`src/rtl/mulu_pkg.sv`:
```
package mulu_pkg;
  // strobes from control to datapath
  typedef struct packed {
    logic capture;  // latch operands, clear partial sum
    logic step;     // one shift-add iteration
    logic commit;   // move partial sum into product register
  } mulStrobe_t;
endpackage

```
`src/rtl/mulu_ctrl.sv`:
```
module mulu_ctrl
  import mulu_pkg::*;
#(
  parameter int W = 16
) (
  input  logic       clk,
  input  logic       rst,
  input  logic       startMul,
  input  logic       readReq,
  input  logic       bgMode,
  output mulStrobe_t strobe,
  output logic       busy,
  output logic       done,
  output logic       stall
);
  localparam int CW = (W > 1) ? $clog2(W) : 1;
  localparam logic [CW-1:0] LAST = CW'(W - 1);

  typedef enum logic [1:0] {IDLE, RUN, COMMIT} mulState_t;

  mulState_t state;
  logic [CW-1:0] stepCnt;
  logic bgRun;

  always_comb begin
    strobe.capture = (state == IDLE) && startMul;
    strobe.step    = (state == RUN);
    strobe.commit  = (state == COMMIT);
  end

  always_ff @(posedge clk) begin
    if (rst) begin
      state   <= IDLE;
      stepCnt <= '0;
      bgRun   <= 1'b0;
      done    <= 1'b0;
    end else begin
      done <= (state == COMMIT);
      case (state)
        IDLE: begin
          if (startMul) begin
            state   <= RUN;
            stepCnt <= '0;
            bgRun   <= bgMode;
          end
        end
        RUN: begin
          if (stepCnt == LAST) state <= COMMIT;
          else stepCnt <= stepCnt + 1'b1;
        end
        COMMIT:  state <= IDLE;
        default: state <= IDLE;
      endcase
    end
  end

  assign busy  = (state != IDLE);
  // blocking run: always hold; background run: hold only a new request
  assign stall = busy && (!bgRun || startMul || readReq);
endmodule

```
`src/rtl/mulu_dpath.sv`:
```
module mulu_dpath
  import mulu_pkg::*;
#(
  parameter int W = 16
) (
  input  logic         clk,
  input  logic         rst,
  input  logic [W-1:0] accIn,
  input  logic         loadMplr,
  input  logic         readHigh,
  input  mulStrobe_t   strobe,
  output logic [W-1:0] prodOut
);
  localparam int PW = 2 * W;

  logic [W-1:0]  mplrReg;
  logic [W-1:0]  shiftReg;
  logic [PW-1:0] mcandWork;
  logic [PW-1:0] partial;
  logic [PW-1:0] prodReg;

  always_ff @(posedge clk) begin
    if (rst) begin
      mplrReg   <= '0;
      shiftReg  <= '0;
      mcandWork <= '0;
      partial   <= '0;
      prodReg   <= '0;
    end else begin
      if (loadMplr) mplrReg <= accIn;
      if (strobe.capture) begin
        shiftReg  <= mplrReg;
        mcandWork <= {{W{1'b0}}, accIn};
        partial   <= '0;
      end else if (strobe.step) begin
        if (shiftReg[0]) partial <= partial + mcandWork;
        mcandWork <= mcandWork << 1;
        shiftReg  <= shiftReg >> 1;
      end
      if (strobe.commit) prodReg <= partial;
    end
  end

  assign prodOut = readHigh ? prodReg[PW-1:W] : prodReg[W-1:0];
endmodule

```
`src/rtl/mulu_top.sv`:
```
module mulu_top
  import mulu_pkg::*;
#(
  parameter int W = 16
) (
  input  logic         clk,
  input  logic         rst,
  input  logic [W-1:0] accIn,
  input  logic         loadMplr,
  input  logic         startMul,
  input  logic         bgMode,
  input  logic         readReq,
  input  logic         readHigh,
  output logic [W-1:0] prodOut,
  output logic         busy,
  output logic         done,
  output logic         stall
);
  mulStrobe_t strobe;

  mulu_ctrl #(.W(W)) u_ctrl (
    .clk(clk), .rst(rst), .startMul(startMul), .readReq(readReq),
    .bgMode(bgMode), .strobe(strobe), .busy(busy), .done(done),
    .stall(stall)
  );

  mulu_dpath #(.W(W)) u_dpath (
    .clk(clk), .rst(rst), .accIn(accIn), .loadMplr(loadMplr),
    .readHigh(readHigh), .strobe(strobe), .prodOut(prodOut)
  );
endmodule

```
`config.mk`:
```
export PLATFORM = sky130hd
export DESIGN_NAME = mulu_top
export DESIGN_NICKNAME = d
export VERILOG_FILES = /design/src/rtl/mulu_pkg.sv /design/src/rtl/mulu_ctrl.sv /design/src/rtl/mulu_dpath.sv /design/src/rtl/mulu_top.sv
export SDC_FILE = /design/constraint.sdc
export NUM_CORES = 1
export LEC_CHECK = 0
export ABC_AREA = 1
export BUFFER_PORTS_ARGS = -buffer_cell sky130_fd_sc_hd__buf_2
export CELL_PAD_IN_SITES_DETAIL_PLACEMENT = 1
export CELL_PAD_IN_SITES_GLOBAL_PLACEMENT = 2
export CORE_MARGIN = 5
export CORE_UTILIZATION = 35
export CTS_BUF_LIST = sky130_fd_sc_hd__clkbuf_2
export DETAILED_ROUTE_END_ITERATION = 8
export GPL_ROUTABILITY_DRIVEN = 0
export PLACE_DENSITY_LB_ADDON = 0.15
export SLEW_MARGIN = 20
export SYNTH_ARGS = -nofsm -noshare
export SYNTH_HDL_FRONTEND = slang
export SYNTH_HIERARCHICAL = 1
export SYNTH_SLANG_ARGS = --single-unit
```
`constraint.sdc`:
```
create_clock -name clk -period 2.13 [get_ports clk]
set_input_delay 0.1065 -clock clk [delete_from_list [all_inputs] [get_ports clk]]
set_output_delay 0.1065 -clock clk [all_outputs]
set_load 0.1 [all_outputs]
```
==> impl_metrics.py <==
metrics = {
    "min_path": {
        "hold_path_depth": 4,
        "hold_start": "accIn[5]",
        "min_to": "u_dpath/mcandWork[5]",
        "hp-class": "primary input to register",
    },
    "pwr": {
        "p_per_area_mw_per_mm2": 596,
        "p_leak_nw": 4.61,
        "vdd_drop_max_mv": 0.368,
    },
    "floorplan": {
        "coreArea_mm2": 0.0217,
        "pin_count": 42,
        "die_area_mm2": 0.0249,
        "die_y_um": 158,
        "dieWidth_um": 158,
        "row_count": 54,
        "start_util": 0.353,
    },
    "setup_path": {
        "critPathMaxFanout": 6,
        "crit_arrival_ns": 2.68,
        "critPathCaptureType": "register",
        "slowest_delay_ns": 0.56,
        "cp_cell_sequence": "inv_2 > nand3_2 > o21ai_1 > dlygate4sd3_1 > a21oi_1 > dlygate4sd3_1",
        "ff2ff_setup_slack_ns": 0.08,
        "r2r_start": "u_ctrl/state[0]",
        "start_kind": "register",
        "cp_slowest_cell": "dlygate4sd3_1",
        "cp_common_cell": "dlygate4sd3_1",
        "rr_worst_depth": 6,
        "crit_type": "register to register",
        "r2r_end": "u_ctrl/bgRun",
        "cp.required_ns": 2.77,
    },
    "status": {
        "status": "completed",
    },
    "synthesis": {
        "synth_top_cell_by_area": "dfxtp_1",
        "syn_inst": 1172,
        "yosys_warnings": 6,
        "syn_nets": 1228,
        "synthTopCellsByArea": "dfxtp_1 36%, nand2_1 14%, inv_1 9.6%, o21ai_0 6.7%, nor2_1 6.1%",
        "synth_edf_count": 0,
        "ys_types": 35,
        "synth_top_area_frac": 0.356,
        "syn_avg_cell_area_um2": 6.53,
        "async_flop_share": 0,
        "yosys_most_used_dff": "dfxtp_1",
        "synth_seq_cells": 136,
        "synth_area_mm2": 0.00766,
        "seq_area_frac_synth": 0.356,
    },
    "cts": {
        "post-cts-setup-buffer-count": 0,
        "numCtsBuffers": 17,
        "ctsRootBufferMaster": "clkbuf_2",
        "cts_tree": "built",
        "htreeDepth": 4,
        "clkSinkCount": 136,
        "clk_pin_slew_ns": 0.23,
        "clk_path_buf_depth": 2,
        "insertion_delay_ns": 0.71,
    },
    "cells_and_area": {
        "fin_cells": 1544,
        "n_fill_cell": 2884,
        "areaGrowthSynthToFinish_pct": 16.9,
        "fin_area_mm2": 0.00895,
        "num-nets-final": 1307,
        "multi_input_area_mm2": 0.00401,
        "final-seq-area_mm2": 0.00272,
        "drive_above_1_share": 0.108,
    },
    "timing": {
        "clock.fmax_mhz": 489,
        "finalHoldViolCount": 0,
        "setup_viol": 0,
        "tns_ns": 0,
        "final-max-slew-violation-count": 0,
        "min_period_ns": 2.05,
        "slew_headroom": 0.596,
        "post-route-period-util": 0.961,
        "worst_pin_slew_ns": 0.606,
        "clock_skew_ns": 0.0303,
    },
    "placed_design": {
        "placed_cell_area_mm2": 0.00827,
        "io_buffers": 41,
        "placed_cells": 1475,
        "dpl.hpwl_mm": 18.7,
    },
    "global_routing": {
        "grt_pass1_wl_mm": 40.4,
        "antenna_found_initial": 1,
        "grt_pass1_vias": 7550,
        "met2_usage": 0.326,
        "overflow": 0,
        "grtUsageMet3": 0.0369,
        "grt_busiest_layer": "met2",
        "use_met1": 0.299,
        "track_usage": 0.207,
        "grt_max_degree": 60,
    },
    "routing": {
        "wirelength_mm": 24.7,
        "via_per_inst": 4.86,
        "ant_nets": 0,
        "vias": 7503,
        "drt_iter0_drc": 324,
        "drt_pass1_iterations": 4,
        "wl_per_cell_um": 16.0,
        "drc": 0,
    },
    "job": {
        "maxCapViolCount": 0,
    },
}
## cell type report
type                            instances  area share
Clock buffer                           18      0.0101
Inverter                              200      0.0839
Timing Repair Buffer                  105      0.0925
Clock inverter                         13      0.0217
Sequential cell                       136       0.304
Tap cell                              280      0.0391
Antenna cell                            1    0.000280
Multi-Input combinational cell        791       0.448
## worst max path at each step
stage	endpoint	startpoint	slack (ns)	depth (start not counted)
5_1_grt	u_dpath/partial[23]	u_dpath/mcandWork[5]	-0.006	13
6_report	u_ctrl/bgRun	u_ctrl/state[0]	0.08	6
2_1_floorplan	stall	u_ctrl/state[1]	0.12	4
3_3_place_gp	u_dpath/partial[28]	u_dpath/mcandWork[0]	0.19	12
3_5_place_dp	u_dpath/partial[24]	u_dpath/mcandWork[0]	0.1	12
4_1_cts	u_dpath/partial[20]	u_dpath/mcandWork[0]	0.06	12
## cells in the mapped netlist, types with 3 or more instances
cell      number
nand3_2        6
dfxtp_1      136
clkbuf_1      29
o221ai_1      21
a21oi_1       61
nor2_1       125
inv_2          3
o21bai_1      16
nand2_1      291
inv_1        196
o21ai_0      102
ha_1          32
nand4_1        3
a211oi_1       7
xnor2_1        3
nand2_2       11
nand3_1       48
buf_2         13
nor3_1        25
xor2_1        12
nor2_2         3
a31oi_1        8
or2_2          4
## what timing repair did
item                                    4_1_cts  5_1_grt
endpoints found under the hold margin        43        0
hold buffers                                 37        0
gates resized for setup                       0        6
endpoints found under the setup margin        0       10
## stage by stage
step | utilization | hold WS, ns | total power, mW | worst slack [ns]
global placement | 0.382 | 0.353 | 3.47 | 0.188
global route | 0.413 | 0.118 | 5.65 | -0.00627
finish | 0.413 | 0.231 | 5.34 | 0.0834
CTS | 0.412 | 0.129 | 5.44 | 0.0598
detailed placement | 0.382 | 0.369 | 3.47 | 0.0971
floorplan | - | 0.176 | 3.22 | 0.119
## worst max-delay path, delay by kind of cell (launching register included)
family                 cells  cell delay, ns
AOI/OAI and AO/OA          2            0.20
buffers and inverters      3            1.22
DFF                        1            0.39
and+or+nand+nor            1            0.17
## flip-flops by register name, indices dropped and copies added (netlist names)
signal             flops
u_ctrl/bgRun           1
u_ctrl/done            1
u_ctrl/state           2
u_ctrl/stepCnt         4
u_dpath/mcandWork     32
u_dpath/mplrReg       16
u_dpath/partial       32
u_dpath/prodReg       32
u_dpath/shiftReg      16
## cells by family (layout without fill, tap and decap cells)
kind of cell,count (synthesis),in the layout,share of synthesized area
AND/OR/NAND/NOR,521,521,0.283
buffers and inverters,245,336,0.123
AO/OA/AOI/OAI,222,222,0.166
flip-flops,136,136,0.356
adder cells (fa/ha/maj),33,33,0.0549
XOR/XNOR,15,15,0.0172
other,0,1,0
## report_power, final
group          total (mW)  leakage (nW)  switching (mW)  internal [mW]
combinational       0.741          3.34           0.460          0.280
sequential           2.74          1.11          0.0851           2.66
clock                1.85         0.161            1.06          0.789
total                5.34          4.61            1.61           3.73
## layout by cell type, fill, tap and decap left out, drive strengths merged
cell type	n
nor3	26
ha	32
clkinvlp	2
clkinv	5
a21o	2
or2	4
xor2	12
o211ai	2
fa	1
clkbuf	18
buf	68
o221ai	21
nand3	54
bufinv	4
a31oi	8
dlygate4sd3	37
and2	1
a211oi	7
o21bai	16
nand2	304
a21oi	61
nand4	3
xnor2	3
o31ai	1
dfxtp	136
nor2	129
diode	1
inv	202
o21ai	104
## per-layer routing
layer | vias up | share of wire | wire, µm
li1 | 3880 | - | -
met1 | 3526 | 0.52 | 12800
met2 | 84 | 0.44 | 10800
met3 | 13 | 0.037 | 922
met4 | 0 | 0.0091 | 225
met5 | - | 0 | 0
Power figures use the tool's default switching activity.
